==> src/rtl/ipi_pkg.sv <==
package ipi_pkg;
  localparam int VecW    = 8;
  localparam int ModeW   = 3;
  localparam int ShW     = 2;
  localparam int IdW     = 8;
  localparam int WordW   = 32;
  localparam int ModeLsb = 8;
  localparam int BusyBit = 12;
  localparam int ShLsb   = 18;
  localparam int IdLsb   = WordW - IdW;
  localparam logic [IdW-1:0] BcastId = '1;

  typedef enum logic [ShW-1:0] {
    ShDest    = 2'd0,
    ShSelf    = 2'd1,
    ShAllIncl = 2'd2,
    ShAllExcl = 2'd3
  } shorthand_e;

  typedef struct packed {
    logic launch;
    logic retire;
  } ctrlStrobe_t;
endpackage

==> src/rtl/ipi_ctrl.sv <==
module ipi_ctrl
  import ipi_pkg::*;
(
  input  logic        clk,
  input  logic        rstN,
  input  logic        wrLow,
  input  logic        msgReady,
  output logic        busy,
  output ctrlStrobe_t strobe
);
  always_comb begin
    strobe.launch = wrLow && !busy;
    strobe.retire = busy && msgReady;
  end

  always_ff @(posedge clk) begin
    if (!rstN)              busy <= 1'b0;
    else if (strobe.launch) busy <= 1'b1;
    else if (strobe.retire) busy <= 1'b0;
  end

  assert_launch_sets_busy_R2: assert property (@(posedge clk) disable iff (!rstN)
    (wrLow && !busy) |=> busy);
  assert_accept_clears_R3: assert property (@(posedge clk) disable iff (!rstN)
    (busy && msgReady) |=> !busy);
  assert_hold_until_ready_R4: assert property (@(posedge clk) disable iff (!rstN)
    (busy && !msgReady) |=> busy);
endmodule

==> src/rtl/ipi_datapath.sv <==
module ipi_datapath
  import ipi_pkg::*;
(
  input  logic             clk,
  input  logic             rstN,
  input  ctrlStrobe_t      strobe,
  input  logic             busy,
  input  logic             msgReady,
  input  logic [IdW-1:0]   selfId,
  input  logic             wrHigh,
  input  logic             regAddr,
  input  logic [WordW-1:0] regWrData,
  output logic [WordW-1:0] regRdData,
  output logic [VecW-1:0]  msgVector,
  output logic [ModeW-1:0] msgMode,
  output logic [ShW-1:0]   msgShorthand,
  output logic [IdW-1:0]   msgDest
);
  logic [IdW-1:0] hiDest;
  logic [IdW-1:0] resolvedDest;
  shorthand_e     newSh;

  always_comb begin
    newSh = shorthand_e'(regWrData[ShLsb +: ShW]);
    case (newSh)
      ShDest:  resolvedDest = hiDest;
      ShSelf:  resolvedDest = selfId;
      default: resolvedDest = BcastId;
    endcase
  end

  always_ff @(posedge clk) begin
    if (!rstN) begin
      hiDest       <= '0;
      msgVector    <= '0;
      msgMode      <= '0;
      msgShorthand <= '0;
      msgDest      <= '0;
    end else begin
      if (wrHigh) hiDest <= regWrData[IdLsb +: IdW];
      if (strobe.launch) begin
        msgVector    <= regWrData[0 +: VecW];
        msgMode      <= regWrData[ModeLsb +: ModeW];
        msgShorthand <= regWrData[ShLsb +: ShW];
        msgDest      <= resolvedDest;
      end
    end
  end

  always_comb begin
    regRdData = '0;
    if (regAddr) begin
      regRdData[IdLsb +: IdW] = hiDest;
    end else begin
      regRdData[0 +: VecW]        = msgVector;
      regRdData[ModeLsb +: ModeW] = msgMode;
      regRdData[BusyBit]          = busy;
      regRdData[ShLsb +: ShW]     = msgShorthand;
    end
  end

  assert_fields_stable_R4: assert property (@(posedge clk) disable iff (!rstN)
    (busy && !msgReady) |=> ($stable(msgVector) && $stable(msgMode)
                             && $stable(msgShorthand) && $stable(msgDest)));
  assert_self_dest_R6: assert property (@(posedge clk) disable iff (!rstN)
    (strobe.launch && regWrData[ShLsb +: ShW] == 2'd1) |=> (msgDest == $past(selfId)));
  assert_bcast_dest_R6: assert property (@(posedge clk) disable iff (!rstN)
    (strobe.launch && regWrData[ShLsb+1]) |=> (msgDest == BcastId));
endmodule

==> src/rtl/ipi_cmd_sender.sv <==
module ipi_cmd_sender
  import ipi_pkg::*;
(
  input  logic        clk,
  input  logic        rstN,
  input  logic [7:0]  selfId,
  input  logic        regWrEn,
  input  logic        regAddr,
  input  logic [31:0] regWrData,
  output logic [31:0] regRdData,
  output logic        msgValid,
  input  logic        msgReady,
  output logic [7:0]  msgVector,
  output logic [2:0]  msgMode,
  output logic [1:0]  msgShorthand,
  output logic [7:0]  msgDest
);
  ctrlStrobe_t strobe;
  logic        busy;
  logic        wrLow;
  logic        wrHigh;

  assign wrLow    = regWrEn && !regAddr;
  assign wrHigh   = regWrEn && regAddr;
  assign msgValid = busy;

  ipi_ctrl uCtrl (
    .clk(clk), .rstN(rstN), .wrLow(wrLow), .msgReady(msgReady),
    .busy(busy), .strobe(strobe)
  );

  ipi_datapath uPath (
    .clk(clk), .rstN(rstN), .strobe(strobe), .busy(busy), .msgReady(msgReady),
    .selfId(selfId), .wrHigh(wrHigh), .regAddr(regAddr), .regWrData(regWrData),
    .regRdData(regRdData), .msgVector(msgVector), .msgMode(msgMode),
    .msgShorthand(msgShorthand), .msgDest(msgDest)
  );

  assert_busy_write_ignored_R5: assert property (@(posedge clk) disable iff (!rstN)
    (msgValid && wrLow && !msgReady) |=> ($stable(msgVector) && $stable(msgShorthand)));
endmodule

==> config.mk <==
export PLATFORM = sky130hd
export DESIGN_NAME = ipi_cmd_sender
export DESIGN_NICKNAME = d
export VERILOG_FILES = /design/src/rtl/ipi_pkg.sv /design/src/rtl/ipi_ctrl.sv /design/src/rtl/ipi_datapath.sv /design/src/rtl/ipi_cmd_sender.sv
export SDC_FILE = /design/constraint.sdc
export NUM_CORES = 1
export LEC_CHECK = 0
export BUFFER_PORTS_ARGS = -buffer_cell sky130_fd_sc_hd__buf_2
export CORE_MARGIN = 4
export CORE_UTILIZATION = 41
export DETAILED_ROUTE_END_ITERATION = 6
export GPL_TIMING_DRIVEN = 1
export PLACE_DENSITY_LB_ADDON = 0.1
export SETUP_SLACK_MARGIN = 0.2
export SKIP_LAST_GASP = 1
export SLEW_MARGIN = 15
export SYNTH_ARGS = -nofsm -noshare
export SYNTH_HDL_FRONTEND = slang
export SYNTH_SLANG_ARGS = --single-unit
==> constraint.sdc <==
create_clock -name clk -period 1.8 [get_ports clk]
set_input_delay 0.09 -clock clk [delete_from_list [all_inputs] [get_ports clk]]
set_output_delay 0.09 -clock clk [all_outputs]
set_load 0.01 [all_outputs]
== Word-level counts from Yosys, hierarchy flattened ==
Index checks and enable logic that the tools add are counted.

* Muxes and demuxes: 7
* Reductions and logical operators: 8
* Equal/unequal tests: 1

{| class="wikitable"
|+ Operators by type and width
! cell !! count
|-
| $pmux 8 s2 || 1
|-
| $mux 11 || 1
|-
| $mux 8 || 1
|-
| $logic_and 1x1->1 || 4
|-
| $mux 1 || 3
|-
| $eq 2x1->1 const B || 1
|-
| $logic_not 1->1 || 2
|-
| $logic_not 2->1 || 1
|-
| $mux 2 || 1
|-
| $reduce_bool 2->1 || 1
|}

* Input port bits: 45
* Word-level logic and storage cells: 22
* Register bits after elaboration: 30

== Depth between registers and ports, before layout ==
* Depth in word-level cells: 4
* Mapped depth: 4
* Mapped depth without buffers: 2

== Hierarchy ==
Synthesis repeated with hierarchy kept, for this count alone.

* Cell total of the unflattened synthesis: 146
* Area total of the unflattened synthesis: 1427.6 um2

{| class="wikitable"
|+ Modules (own cells, without submodules)
! module !! cells each !! seq. area each (um2) !! times used !! area each (um2)
|-
| ipi_datapath || 139 || 580.6 || 1 || 1365.1
|-
| ipi_ctrl || 5 || 20.0 || 1 || 46.3
|-
| ipi_cmd_sender || 2 || 0.0 || 1 || 16.3
|}

== Worst setup path before layout ==
OpenSTA, ideal clock, no wires.

* Path kind: register to register
* Start point: register uCtrl.busy
* End point: register uPath.msgDest[0]
* Library setup time: 0.119 ns
* Clock period less this slack: 1.323 ns
* Path slack: 0.477 ns
* Cell stages (with the launch flop): 4
* Data required time: 1.681 ns
* Data arrival time: 1.204 ns
* Cell sequence: dfxtp_1 -> or4b_1 -> buf_2 -> o221a_1

* Cells in the longest elaborated chain, start to end: 2

{| class="wikitable"
|+ RTL lines
! what !! line !! text
|-
| start: declaration || ipi_ctrl.sv:8 || <nowiki>output logic busy,</nowiki>
|-
| start signal: assignment || ipi_ctrl.sv:17 || <nowiki>if (!rstN) busy <= 1'b0;</nowiki>
|-
| start signal: assignment || ipi_ctrl.sv:18 || <nowiki>else if (strobe.launch) busy <= 1'b1;</nowiki>
|-
| start signal: assignment || ipi_ctrl.sv:19 || <nowiki>else if (strobe.retire) busy <= 1'b0;</nowiki>
|-
| $logic_not 1->1 || ipi_ctrl.sv:12 || <nowiki>strobe.launch = wrLow && !busy;</nowiki>
|-
| $logic_and 1x1->1 || ipi_ctrl.sv:12 ||
|-
| end signal: assignment || ipi_datapath.sv:45 || <nowiki>msgDest <= resolvedDest;</nowiki>
|-
| end: declaration || ipi_datapath.sv:17 || <nowiki>output logic [IdW-1:0] msgDest</nowiki>
|}

Every way passes these cells.
A chain may end at the register's enable or synchronous reset.

== Worst setup path in the final report ==
* Start point: register uCtrl.busy
* End point: register uPath.msgDest[4]

Same word-level chain as after synthesis.

==> results.py <==
metrics = {
    "status": {
        "status": "completed",
    },
    "timing": {
        "setup_ws_ps": 323.0,
        "fmax_ghz": 0.6771,
        "finalClockSkew_ps": 8.770,
        "worstMarginPinSlew_ps": 708.3,
        "fin_crit_ps": 1477,
        "tns_ps": 0,
        "max_slew_margin_pct": 52.78,
        "finalSetupViolCount": 0,
        "period_share_pct": 82.05,
        "hold_violations": 0,
        "fin_hold_ws_ps": 15.71,
        "rsz0062_at_grt": "false",
        "slew_viol_final": 0,
    },
    "cells_and_area": {
        "regArea_um2": 600.6,
        "drive_gt1_share_pct": 40.08,
        "fin_cells": 288,
        "multi_input_area_um2": 795.8,
        "nets": 286,
        "final_common_cell": "buf_2",
        "syn2layout_area_growth_pct": 36.42,
        "fillerInstances": 334,
        "final_area_um2": 2029,
        "num_antenna_cells": 0,
        "most-common-layout-cells": "buf_2 (77), dfxtp_1 (30), nand2_1 (26)",
    },
    "critical_path": {
        "regToRegStartpoint": "uCtrl.busy$_SDFFE_PN0P_",
        "setup.worst_path.start_class": "flop",
        "cp-end-kind": "flop",
        "worstPathArrival_ps": 1690,
        "cp.required_ps": 2010,
        "cp_max_fo": 8,
        "r2r_cells": 2,
        "crit_start": "uCtrl.busy$_SDFFE_PN0P_",
        "crit_type": "flop to flop",
    },
    "clock_tree": {
        "cts_tree": "done",
        "cts_setup_buffers": 0,
        "clk_pin_slew_worst_paths_ps": 90,
        "htreeDepth": 2,
        "cts_num_sinks": 30,
        "root_buffer": "clkbuf_4",
        "insertion_delay_ps": 330,
        "cts_buffers": 5,
        "cts_buffer_depth": 2,
    },
    "power": {
        "peakVddDrop_mv": 0.3998,
        "leakage_nw": 1.032,
        "power.density_nw_per_um2": 740.5,
    },
    "routing": {
        "wl_met3_um": 259,
        "drtIter0Drc": 39,
        "wl_per_cell_um": 12.96,
        "highest-signal-layer": "met4",
        "wirelength_um": 3733,
        "post_drt_via_cell_ratio": 4.667,
        "route.antenna.remaining_nets": 0,
        "first_pass_iters": 4,
        "drc_errors": 0,
        "wl_met2_um": 1919,
        "vias": 1344,
        "wl_met1_um": 1507,
    },
    "die": {
        "fp.dieH_um": 68.24,
        "die_width_um": 68.24,
        "rows": 21,
        "core_um2": 3416,
        "initial_core_util_pct": 43.55,
        "pin_count": 99,
        "dieArea_um2": 4656,
    },
    "flow_run": {
        "cap_viol_max_count": 0,
    },
    "min_path": {
        "min_from": "regWrData[4]",
        "min_delay_path_depth": 3,
        "worst_hold_path_type": "input port to flop",
    },
    "synth": {
        "syn_area_um2": 1488,
        "ys_seq_area_share_pct": 40.37,
        "syn_inst": 160,
        "ys.warnings.count": 0,
        "netlist-cell-type-count": 16,
        "ys_ff_latch": 30,
        "syn_avg_cell_area_um2": 9.298,
    },
    "placement": {
        "place_congestion": 0.7334,
        "dpl.cell_count": 271,
        "dp_worst_setup_slack_ps": 339.8,
        "postPlaceCellArea_um2": 1862,
        "dpl.hpwl_um": 2617,
        "portBuffers": 77,
    },
    "global_route": {
        "gr-total-overflow": 0,
        "grt_usage_pct": 16.28,
        "grt_max_degree": 44,
        "grt_pass1_wl_um": 5582,
        "antenna_found_initial": 0,
        "grt_pass1_vias": 1237,
    },
}
cells in the mapped netlist:
cell type	n	area (um2)
nor3b_2	1	12.51
conb_1	1	3.750
and3_1	8	50.05
nand2_1	26	97.59
mux2_2	8	90.09
and2_1	8	50.05
buf_4	10	75.07
o21a_1	9	67.56
or4b_1	1	10.01
dfxtp_1	30	600.6
clkbuf_1	11	41.29
buf_2	3	15.01
nor2b_1	15	93.84
o221a_1	8	90.09
mux2i_1	13	130.1
a21boi_0	8	60.06
logic make-up after synthesis:
| family | synth area share [%] |
|---|---|
| and+or+nand+nor | 21.11 |
| AOI/OAI and AO/OA | 14.63 |
| DFF | 40.37 |
| muxes | 14.80 |
| buffers and inverters | 8.831 |
| other | 0.2521 |
cell type report:
cell class | count | share of cell area (%)
sequential | 30 | 29.59
clock inverter | 3 | 1.973
clock buffer | 5 | 1.850
tap | 46 | 2.836
multi-input combinational | 115 | 39.21
timing repair buffer | 89 | 24.54
power breakdown:
| part | leakage (nW) | switching (mW) | internal (mW) |
|---|---|---|---|
| Combinational | 0.741 | 0.130 | 0.132 |
| Sequential | 0.246 | 0.0241 | 0.701 |
| Clock | 0.0450 | 0.228 | 0.287 |
| Total | 1.03 | 0.382 | 1.12 |
state kept, by name, summed over array words and instances (netlist names):
signal	flops
uPath.hiDest	8
uPath.msgDest	8
uPath.msgVector	8
uPath.msgShorthand	2
uPath.msgMode	3
uCtrl.busy	1
stage by stage:
step	util [%]	power (mW)
after floorplan	-	0.9010
after global placement	54.51	0.9804
after detailed placement	54.51	0.9893
after CTS	59.12	1.527
after global routing	59.41	1.593
final	59.41	1.503
layer usage:
layer,vias up,track usage (%)
met5,-,0
met4,0,6.700
met3,4,4.105
met2,45,29.60
met1,608,17.78
li1,687,-
timing repair:
action | 4_1_cts | 5_1_grt
hold endpoints to repair | 8 | 1
gates resized for setup | 0 | 0
hold buffers | 8 | 1
critical path, cell delays in order, from the launching register on:
cell     delay (ps)
dfxtp_1         380
or4b_1          700
o221a_1         290
final timing paths:
kind	end	slack, ps
max	uPath.msgDest[4]$_SDFFE_PN0P_	320
min	uPath.msgVector[4]$_SDFFE_PN0P_	20
max reg2reg	uPath.msgDest[4]$_SDFFE_PN0P_	320
min reg2reg	uPath.msgMode[1]$_SDFFE_PN0P_	470
Note: power is estimated with default switching activity, not from simulation.
